### src/rtl/sbi_pkg.sv
package sbi_pkg;
  localparam int NCOL  = 32;
  localparam int COL_W = 5;

  typedef enum logic [1:0] {
    STRM_SYS   = 2'd0,
    STRM_PAR1  = 2'd1,
    STRM_PAR2  = 2'd2,
    STRM_PAR2B = 2'd3
  } strm_e;

  // column reorder: bit reversal of the column number
  function automatic int col_perm(input int c);
    int r;
    r = 0;
    for (int b = 0; b < COL_W; b++)
      if (((c >> b) & 1) != 0) r = r | (1 << (COL_W - 1 - b));
    return r;
  endfunction

  function automatic int row_count(input int len);
    return (len + NCOL - 1) / NCOL;
  endfunction

  // matrix position read by (column, row); shifted variant for parity two
  function automatic int slot_pos(input int col, input int row,
                                  input int rows, input logic shifted);
    int p;
    p = col_perm(col) + NCOL * row;
    if (shifted) begin
      p = p + 1;
      if (p >= NCOL * rows) p = p - NCOL * rows;
    end
    return p;
  endfunction
endpackage

### src/rtl/sbi_cfg.sv
module sbi_cfg
  import sbi_pkg::*;
#(
  parameter int LEN_W = 13,
  parameter int ROW_W = 8
) (
  input  logic             clk,
  input  logic             rst_n,
  input  logic             load,
  input  logic [LEN_W-1:0] len_i,
  input  logic [LEN_W-1:0] fill_i,
  input  logic [1:0]       sel_i,
  output logic [ROW_W-1:0] rows_o,
  output logic [LEN_W-1:0] nd_o,
  output logic [LEN_W-1:0] fill_o,
  output logic             p2_o
);
  int rows_n;

  always_comb rows_n = row_count(int'(len_i));

  always_ff @(posedge clk or negedge rst_n) begin
    if (!rst_n) begin
      rows_o <= '0;
      nd_o   <= '0;
      fill_o <= '0;
      p2_o   <= 1'b0;
    end else if (load) begin
      rows_o <= ROW_W'(rows_n);
      nd_o   <= LEN_W'(NCOL * rows_n - int'(len_i));
      fill_o <= fill_i;
      p2_o   <= (strm_e'(sel_i) == STRM_PAR2) || (strm_e'(sel_i) == STRM_PAR2B);
    end
  end
endmodule

### src/rtl/sbi_seq.sv
module sbi_seq
  import sbi_pkg::*;
#(
  parameter int ROW_W = 8
) (
  input  logic             clk,
  input  logic             rst_n,
  input  logic             start,
  input  logic             ready,
  input  logic [ROW_W-1:0] rows,
  output logic             active,
  output logic [ROW_W-1:0] row,
  output logic [COL_W-1:0] col,
  output logic             load,
  output logic             last_accept,
  output logic             done
);
  logic accept;
  logic row_last;
  logic col_last;

  assign load        = start & ~active;
  assign accept      = active & ready;
  assign row_last    = (row == rows - ROW_W'(1));
  assign col_last    = (col == COL_W'(NCOL - 1));
  assign last_accept = accept & row_last & col_last;

  always_ff @(posedge clk or negedge rst_n) begin
    if (!rst_n) begin
      active <= 1'b0;
      row    <= '0;
      col    <= '0;
      done   <= 1'b0;
    end else begin
      done <= last_accept;
      if (load) begin
        active <= 1'b1;
        row    <= '0;
        col    <= '0;
      end else if (accept) begin
        if (row_last) begin
          row <= '0;
          col <= col + COL_W'(1);
          if (col_last) active <= 1'b0;
        end else begin
          row <= row + ROW_W'(1);
        end
      end
    end
  end
endmodule

### src/rtl/sbi_map.sv
module sbi_map
  import sbi_pkg::*;
#(
  parameter int LEN_W = 13,
  parameter int ROW_W = 8
) (
  input  logic [ROW_W-1:0] row,
  input  logic [COL_W-1:0] col,
  input  logic [ROW_W-1:0] rows,
  input  logic [LEN_W-1:0] nd,
  input  logic [LEN_W-1:0] fill,
  input  logic             p2,
  output logic [LEN_W-1:0] idx,
  output logic             nul
);
  int pos;
  int rel;

  always_comb begin
    pos = slot_pos(int'(col), int'(row), int'(rows), p2);
    rel = pos - int'(nd);
    nul = (pos < int'(nd)) || (!p2 && (rel < int'(fill)));
    idx = nul ? '0 : LEN_W'(rel);
  end
endmodule

### src/rtl/sbi_addr_gen.sv
module sbi_addr_gen
  import sbi_pkg::*;
#(
  parameter int MAX_LEN = 6148,
  localparam int LEN_W    = $clog2(MAX_LEN + 1),
  localparam int MAX_ROWS = (MAX_LEN + NCOL - 1) / NCOL,
  localparam int ROW_W    = $clog2(MAX_ROWS + 1)
) (
  input  logic             clk,
  input  logic             rst_n,
  input  logic             start_i,
  input  logic [LEN_W-1:0] len_i,
  input  logic [LEN_W-1:0] fill_i,
  input  logic [1:0]       sel_i,
  output logic             out_valid_o,
  input  logic             out_ready_i,
  output logic [LEN_W-1:0] out_index_o,
  output logic             out_null_o,
  output logic             done_o
);
  logic [ROW_W-1:0] rows;
  logic [LEN_W-1:0] nd;
  logic [LEN_W-1:0] fill;
  logic             p2;
  logic [ROW_W-1:0] row;
  logic [COL_W-1:0] col;
  logic             load;
  logic             last_accept;

  sbi_cfg #(.LEN_W(LEN_W), .ROW_W(ROW_W)) u_cfg (
    .clk(clk), .rst_n(rst_n), .load(load),
    .len_i(len_i), .fill_i(fill_i), .sel_i(sel_i),
    .rows_o(rows), .nd_o(nd), .fill_o(fill), .p2_o(p2)
  );

  sbi_seq #(.ROW_W(ROW_W)) u_seq (
    .clk(clk), .rst_n(rst_n), .start(start_i), .ready(out_ready_i),
    .rows(rows), .active(out_valid_o), .row(row), .col(col),
    .load(load), .last_accept(last_accept), .done(done_o)
  );

  sbi_map #(.LEN_W(LEN_W), .ROW_W(ROW_W)) u_map (
    .row(row), .col(col), .rows(rows), .nd(nd), .fill(fill), .p2(p2),
    .idx(out_index_o), .nul(out_null_o)
  );
endmodule

### config.mk
export PLATFORM = sky130hd
export DESIGN_NAME = sbi_addr_gen
export DESIGN_NICKNAME = d
export VERILOG_FILES = /design/src/rtl/sbi_pkg.sv /design/src/rtl/sbi_cfg.sv /design/src/rtl/sbi_seq.sv /design/src/rtl/sbi_map.sv /design/src/rtl/sbi_addr_gen.sv
export SDC_FILE = /design/constraint.sdc
export NUM_CORES = 1
export LEC_CHECK = 0
export BUFFER_PORTS_ARGS = -buffer_cell sky130_fd_sc_hd__buf_2
export CAP_MARGIN = 20
export CORE_ASPECT_RATIO = 0.7
export CORE_MARGIN = 4
export CORE_UTILIZATION = 40
export DETAILED_ROUTE_END_ITERATION = 16
export PLACE_DENSITY = 0.66
export RECOVER_POWER = 25
export SETUP_SLACK_MARGIN = 0.2
export SLEW_MARGIN = 15
export SYNTH_ARGS = -nofsm -noshare
export SYNTH_HDL_FRONTEND = slang
export SYNTH_SLANG_ARGS = --single-unit
### constraint.sdc
create_clock -name clk -period 14.2 [get_ports clk]
set_input_delay 2.84 -clock clk [delete_from_list [all_inputs] [get_ports clk]]
set_output_delay 2.84 -clock clk [all_outputs]
set_load 0.03 [all_outputs]
==> results of run 1 <==
cells in the mapped netlist (2+ instances only):
library cell  number  area share [%]
a211o_1            2            0.37
nor2_1            29             2.3
a21oi_1           25             2.6
and2_1             4            0.52
fa_1               2            0.84
nand3b_1           3            0.47
o21ai_0           49             5.1
buf_2              4            0.42
nor3b_1            3            0.47
o22ai_1            2            0.26
nand2_1           77             6.1
o31a_1             2            0.37
o21a_1            10             1.6
nand4_1            6            0.79
o21bai_1           2            0.31
o2111ai_1          3            0.55
nor3_1            17             1.8
clkbuf_1          21             1.7
nor4_1             2            0.26
or4_1              4            0.63
ha_1              48              13
and3_1            10             1.3
nor3_2             2            0.42
nor2b_1           10             1.3
inv_1             57             4.5
nand3_1           12             1.3
a21o_1             5            0.79
xnor2_1           30             5.5
or3_1              4            0.52
and4_1             3            0.55
o211ai_1           8             1.3
o221ai_1           3            0.55
o31ai_1            6            0.94
a21boi_0           9             1.4
a211oi_1           2            0.31
mux2_2             3            0.71
nand2b_1           6            0.79
a31oi_1            7            0.92
dfrtp_1           50              26
a22o_1             3            0.55
mux2i_1           11             2.3
or2_2              2            0.26
xor2_1            18             3.3
area by class of cell:
type / instances / area (µm²) / share of cell area (%)
Clock buffer: 5 / 125 / 2.39
Clock inverter: 2 / 15.0 / 0.286
Inverter: 57 / 214 / 4.08
Multi-Input combinational cell: 462 / 3190 / 60.8
Sequential cell: 50 / 1250 / 23.9
Tap cell: 157 / 196 / 3.75
Timing Repair Buffer: 49 / 251 / 4.80
flip-flops by register name (all words and copies together), names as in the netlist:
signal,count
u_cfg.rows_o,8
u_cfg.p2_o,1
u_seq.active,1
u_cfg.fill_o,13
u_seq.col,5
u_cfg.nd_o,13
u_seq.done,1
u_seq.row,8
critical path, delay by kind of cell, from the launching register on:
kind | cells | cell delay [ns]
AND/OR/NAND/NOR | 9 | 1.81
AO/OA/AOI/OAI | 9 | 2.14
XOR/XNOR | 2 | 0.54
multiplexers | 1 | 0.19
flip-flops | 1 | 0.62
buffers and inverters | 3 | 0.59
adder cells (fa/ha/maj) | 4 | 1.32
cells by family (layout without fill, tap and decap cells):
group	Yosys count	count (layout)	synth area share, %
buf+inv	84	113	6.95
compound gates	151	151	20.7
flops	50	50	26.2
mux	14	14	3.02
xor+xnor	48	48	8.82
simple gates	199	199	20.8
fa+ha+maj	50	50	13.4
metal layers:
layer,share of wire (%),routed length (µm),vias to the layer above
met5,0,0,-
met1,52,6180,2016
met2,41,4950,111
met4,1.0,123,0
li1,-,-,2142
met3,5.7,675,10
worst max path at each step:
stage	startpoint	to	slack [ns]	depth (start not counted)
after floorplan	u_seq.col[0]	out_index_o[10]	5.30	26
after global placement	u_seq.col[4]	out_index_o[12]	4.40	27
after detailed placement	u_seq.col[4]	out_index_o[11]	4.30	27
after CTS	u_seq.col[4]	out_index_o[11]	3.95	27
after global routing	u_seq.col[4]	out_index_o[12]	3.18	28
final	u_seq.col[4]	out_index_o[11]	3.86	28
metrics by stage:
stage	worst slack, ns	power, W	hold WS, ns	instance area, µm²
after floorplan	5.30	0.000709	0.440	4770
after detailed placement	4.30	0.000846	0.468	5100
after global routing	3.18	0.00107	0.530	5240
after CTS	3.95	0.000972	0.488	5240
final	3.86	0.000974	0.479	5240
after global placement	4.40	0.000830	0.462	5100
power groups by stage:
| stage | registers (W) | logic [W] | clock network (W) |
|---|---|---|---|
| floorplan | 0.000184 | 0.000524 | 0 |
| global placement | 0.000209 | 0.000621 | 0 |
| detailed placement | 0.000211 | 0.000635 | 0 |
| CTS | 0.000208 | 0.000639 | 0.000125 |
| global route | 0.000214 | 0.000722 | 0.000131 |
| finish | 0.000209 | 0.000643 | 0.000122 |
==> metrics, run 1 <==
status=finished, violations left; failing checks=capacitance limit, slew limit; switch share=48.8%; # diodes=0; Final setup violation count=0; Clock power frac=12.5%; grt ovf=0; share of layout cells above drive strength 1=10.9%; post-cts resize count=0; Finished Layout Cells=782; io pins=48; worst r2r dst=u_seq.row[6]; Hold-fix buffers, CTS=0; clk_skew=0.0131 ns; Synth cell types=63; via count=4279; CTS buffer count=5; flops & latches, synth=50; pwr/cell area=186 mW/mm²; postcts setup bufs=0; met2 Use GR=26.0%; WL final=11900 µm; vias per inst=5.47; Skew-Pair Late Insertion Delay=0.30 ns; initial antenna violation count=0; Mapped Nets=678; post-synthesis sequential area ratio=26.2%; commonest cells after routing, fill and taps aside=nand2_1 (77), inv_1 (57), dfrtp_1 (50); setup tns final=0 ns; Final Core Density=44.9%; sw power=0.000475 W; synth warn=0; CTS Buffer Depth=2; fin crit share=72.8%; Register-to-Register Path Depth=7; GRT met3 Usage=2.93%; Final ANT Viol Nets=0; Post-synth ARST share=100%; slew at the pin with the worst max-slew slack=2.71 ns; critical path fanouts, max=12; port bufs=46; NumNets Final=707; most used routing layer in global routing=met1; Setup CP Type=reg -> out; CTS Sinks=50; core area=0.0117 mm²; Syn Std Cell Area=0.00477 mm²; Syn Inst Count=596; RSZ-0062 raised after global routing=no; Syn Area/Cell=8.00 µm²; Pleak=2.49 nW; worst vdd ir=0.0000843 V; pin count of the biggest net entering global routing=51; Worst Setup End Kind=output pin; GRT met1 Usage=26.7%; Internal=0.000499 W; vias in the first global route=4052; Initial Util=40.8%; CP peak stage delay=0.64 ns; root buf cell=clkbuf_16; max_slew headroom=-80.6%; Most common cell on crit path=ha_1; routability congestion estimate=0.937; area grow syn2layout=9.92%; Req. time, crit path=11.36 ns; clk slew on worst S/H paths=0.07 ns; most common cell after layout, fill and taps aside=nand2_1; fillers=1146; Iter 0 DRT Violations=253; HPWL after detailed placement=9510 µm; total global-route track usage=17.5%; fmax=96.8 MHz; DR WL/cell=15.3 µm; Hold EP=u_cfg.fill_o[0]; startpoint types=register; Reg power frac=21.5%; RR Startpoint=u_cfg.rows_o[2]; DRT Pass-1 Iters=5; # Max-Cap Violations=1; die width=138 µm; Slowest cell on crit path=nor3_1; die area=0.0138 mm²; Primary FF master, synth=dfrtp_1; Hold/Removal Path Class=reg -> reg; Die Y=99.4 µm; Post-Place Cells=775; max-slew violations=51; # rows=33; hold path cells=2; min-delay src=u_cfg.fill_o[0]; final hold violations=0; Period minus WS final=10.34 ns; # H-tree levels=2; number of flops mapped to enable cells by yosys=0; CTS tree=built; global-route wire length before repair=20000 µm; Logic pwr share=66.0%; flop2flop setup slack=11.33 ns; DRC Markers=0; Critical Path AT=7.50 ns
Power figures use the tool's default switching activity.
==> inputs of run 2 (changes only) <==
--- a/config.mk
+++ b/config.mk
@@ -11,7 +11,7 @@
 export CORE_MARGIN = 4
 export CORE_UTILIZATION = 40
 export DETAILED_ROUTE_END_ITERATION = 16
-export PLACE_DENSITY = 0.66
+export PLACE_DENSITY = 0.68
 export RECOVER_POWER = 25
 export SETUP_SLACK_MARGIN = 0.2
 export SLEW_MARGIN = 15
==> constraint.sdc (replaced) <==
create_clock -name clk -period 9.5 [get_ports clk]
set_input_delay 1.9 -clock clk [delete_from_list [all_inputs] [get_ports clk]]
set_output_delay 1.9 -clock clk [all_outputs]
set_load 0.03 [all_outputs]
==> metrics, run 2 (synthesis gave the netlist of run 1 again) <==
status=finished, violations left (unchanged); failing checks=capacitance limit, slew limit (unchanged); clk_skew=0.00828 ns (was 0.0131 ns); placed cell area=0.00511 mm² (was 0.00510 mm²); hold_ws=0.475 ns (was 0.479 ns); fillers=1119 (was 1146); Iter 0 DRT Violations=261 (was 253); GRT met3 Usage=2.35% (was 2.93%); area grow syn2layout=10.7% (was 9.92%); vias per inst=5.49 (was 5.47); # rows=33 (unchanged); Critical Path AT=6.94 ns (was 7.50 ns); Top Registers=u_cfg.fill_o (13), u_cfg.nd_o (13) (unchanged); HPWL after detailed placement=9530 µm (was 9510 µm); vias in the first global route=4178 (was 4052); die width=138 µm (unchanged); max_slew headroom=-83.5% (was -80.6%); share of layout cells above drive strength 1=11.3% (was 10.9%); Hold-fix buffers, CTS=0 (unchanged); Skew-Pair Late Insertion Delay=0.30 ns (about the same); Setup CP Type=reg -> out (unchanged); DR WL/cell=15.3 µm (about the same); fin crit share=93.1%; pin count of the biggest net entering global routing=51 (unchanged); initial antenna violation count=0 (unchanged); startpoint types=register (unchanged); # H-tree levels=2 (unchanged); Initial Util=40.8% (unchanged); fmax=113 MHz; Post-Place Cells=776 (was 775); worst vdd ir=0.000105 V (was 0.0000843 V); final hold violations=0 (unchanged); core area=0.0117 mm² (unchanged); Finished Layout Cells=784 (was 782); Hold/Removal Path Class=reg -> reg (unchanged); grt ovf=0 (unchanged); most used routing layer in global routing=met2 (was met1); clk slew on worst S/H paths=0.08 ns (was 0.07 ns); critical path fanouts, max=11 (was 12); CTS Buffer Depth=2 (unchanged); io pins=48 (unchanged); Period minus WS final=8.84 ns; port bufs=46 (unchanged); CTS tree=built (unchanged); CTS buffer count=5 (unchanged); RSZ-0062 raised after global routing=no (unchanged); Final ANT Viol Nets=0 (unchanged); global-route wire length before repair=20400 µm (was 20000 µm); root buf cell=clkbuf_16 (unchanged); pwr/cell area=283 mW/mm² (was 186 mW/mm²); min-delay src=u_cfg.fill_o[0] (unchanged); max-slew violations=51 (unchanged); via count=4308 (was 4279); most common cell after layout, fill and taps aside=nand2_1 (unchanged); Worst setup startpoint=u_seq.row[0] (was u_seq.col[4]); GRT met1 Usage=26.5% (was 26.7%); Pleak=2.52 nW (was 2.49 nW); Req. time, crit path=7.60 ns (was 11.36 ns); slew at the pin with the worst max-slew slack=2.75 ns (was 2.71 ns); Worst Setup End Kind=output pin (unchanged); commonest cells after routing, fill and taps aside=nand2_1 (77), inv_1 (57), dfrtp_1 (49) (was nand2_1 (77), inv_1 (57), dfrtp_1 (50)); routability congestion estimate=0.963 (was 0.937); CTS Sinks=50 (unchanged); NumNets Final=708 (was 707); DRT Pass-1 Iters=5 (unchanged); # diodes=0 (unchanged); final setup margin=0.656 ns (was 3.86 ns); WL final=12000 µm (was 11900 µm); met2 Use GR=27.0% (was 26.0%); DRC Markers=0 (unchanged); die area=0.0138 mm² (unchanged); setup tns final=0 ns (unchanged); total global-route track usage=17.6% (was 17.5%); # Max-Cap Violations=1 (unchanged); Finished Cell Area=0.00528 mm² (was 0.00524 mm²); RR Startpoint=u_cfg.rows_o[3] (was u_cfg.rows_o[2]); Die Y=99.4 µm (unchanged); pre-CTS setup slack=0.857 ns (was 4.30 ns); Final setup violation count=0 (unchanged)
[run 2: final cells by class]
type	count	area [µm²]	share of cell area, %
multi-input combinational	462	3190	60.4
sequential	50	1250	23.7
timing repair buffer	50	256	4.86
inverter	57	214	4.05
tap	157	196	3.72
clock buffer	5	125	2.37
clock inverter	3	47.5	0.900
[run 2: final timing paths]
kind / end / slack, ns / cells after the start
worst min-delay path: u_cfg.fill_o[0] / 0.47 / 2
min in group asynchronous: u_cfg.fill_o[1] / 2.57 / 2
worst min register to register: u_cfg.fill_o[0] / 0.47 / 2
max in group asynchronous: u_seq.col[4] / 5.16 / 2
worst max-delay path: out_index_o[5] / 0.66 / 26
worst max register to register: u_seq.row[6] / 6.60 / 7
[run 2: per-stage QoR]
step / total power (W) / util [%]
3_3_place_gp: 0.00124 / 43.7
3_5_place_dp: 0.00126 / 43.7
2_1_floorplan: 0.00106 / -
5_1_grt: 0.00163 / 45.2
6_report: 0.00149 / 45.2
4_1_cts: 0.00149 / 45.2
[run 2: worst max-delay path, cell delays in order, from the launching register on]
cell	delay [ns]
dfrtp_1	0.62
ha_1	0.24
and3_1	0.28
nand3_1	0.15
xnor2_1	0.18
ha_1	0.38
a21oi_1	0.08
o21ai_0	0.33
o21a_1	0.18
o31a_1	0.22
nor3_1	0.08
buf_4	0.20
mux2i_1	0.12
mux2_2	0.28
ha_1	0.22
or4_1	0.50
o2111ai_1	0.24
o21ai_0	0.23
xor2_1	0.21
ha_1	0.32
and3_1	0.16
o2111ai_1	0.17
a211o_1	0.31
o211ai_1	0.12
nand2_1	0.27
nor3_1	0.29
buf_2	0.24
[run 2: per-layer routing]
| metal | vias up | share of wire, % |
|---|---|---|
| met3 | 11 | 6.1 |
| met2 | 117 | 43 |
| li1 | 2153 | - |
| met1 | 2027 | 51 |
| met4 | 0 | 0.77 |
| met5 | - | 0 |
[run 2: report_power, final]
group / leakage, nW / switching, W / internal (W)
Clock: 0.0844 / 0.0000907 / 0.000126
Sequential: 0.616 / 0.0000614 / 0.000250
Combinational: 1.82 / 0.000568 / 0.000399
Total: 2.52 / 0.000720 / 0.000775
[run 2: repair_timing]
item                                    CTS  global route
setup buffers                             0             0
endpoints found under the setup margin    0            14
resized for setup                         0             2
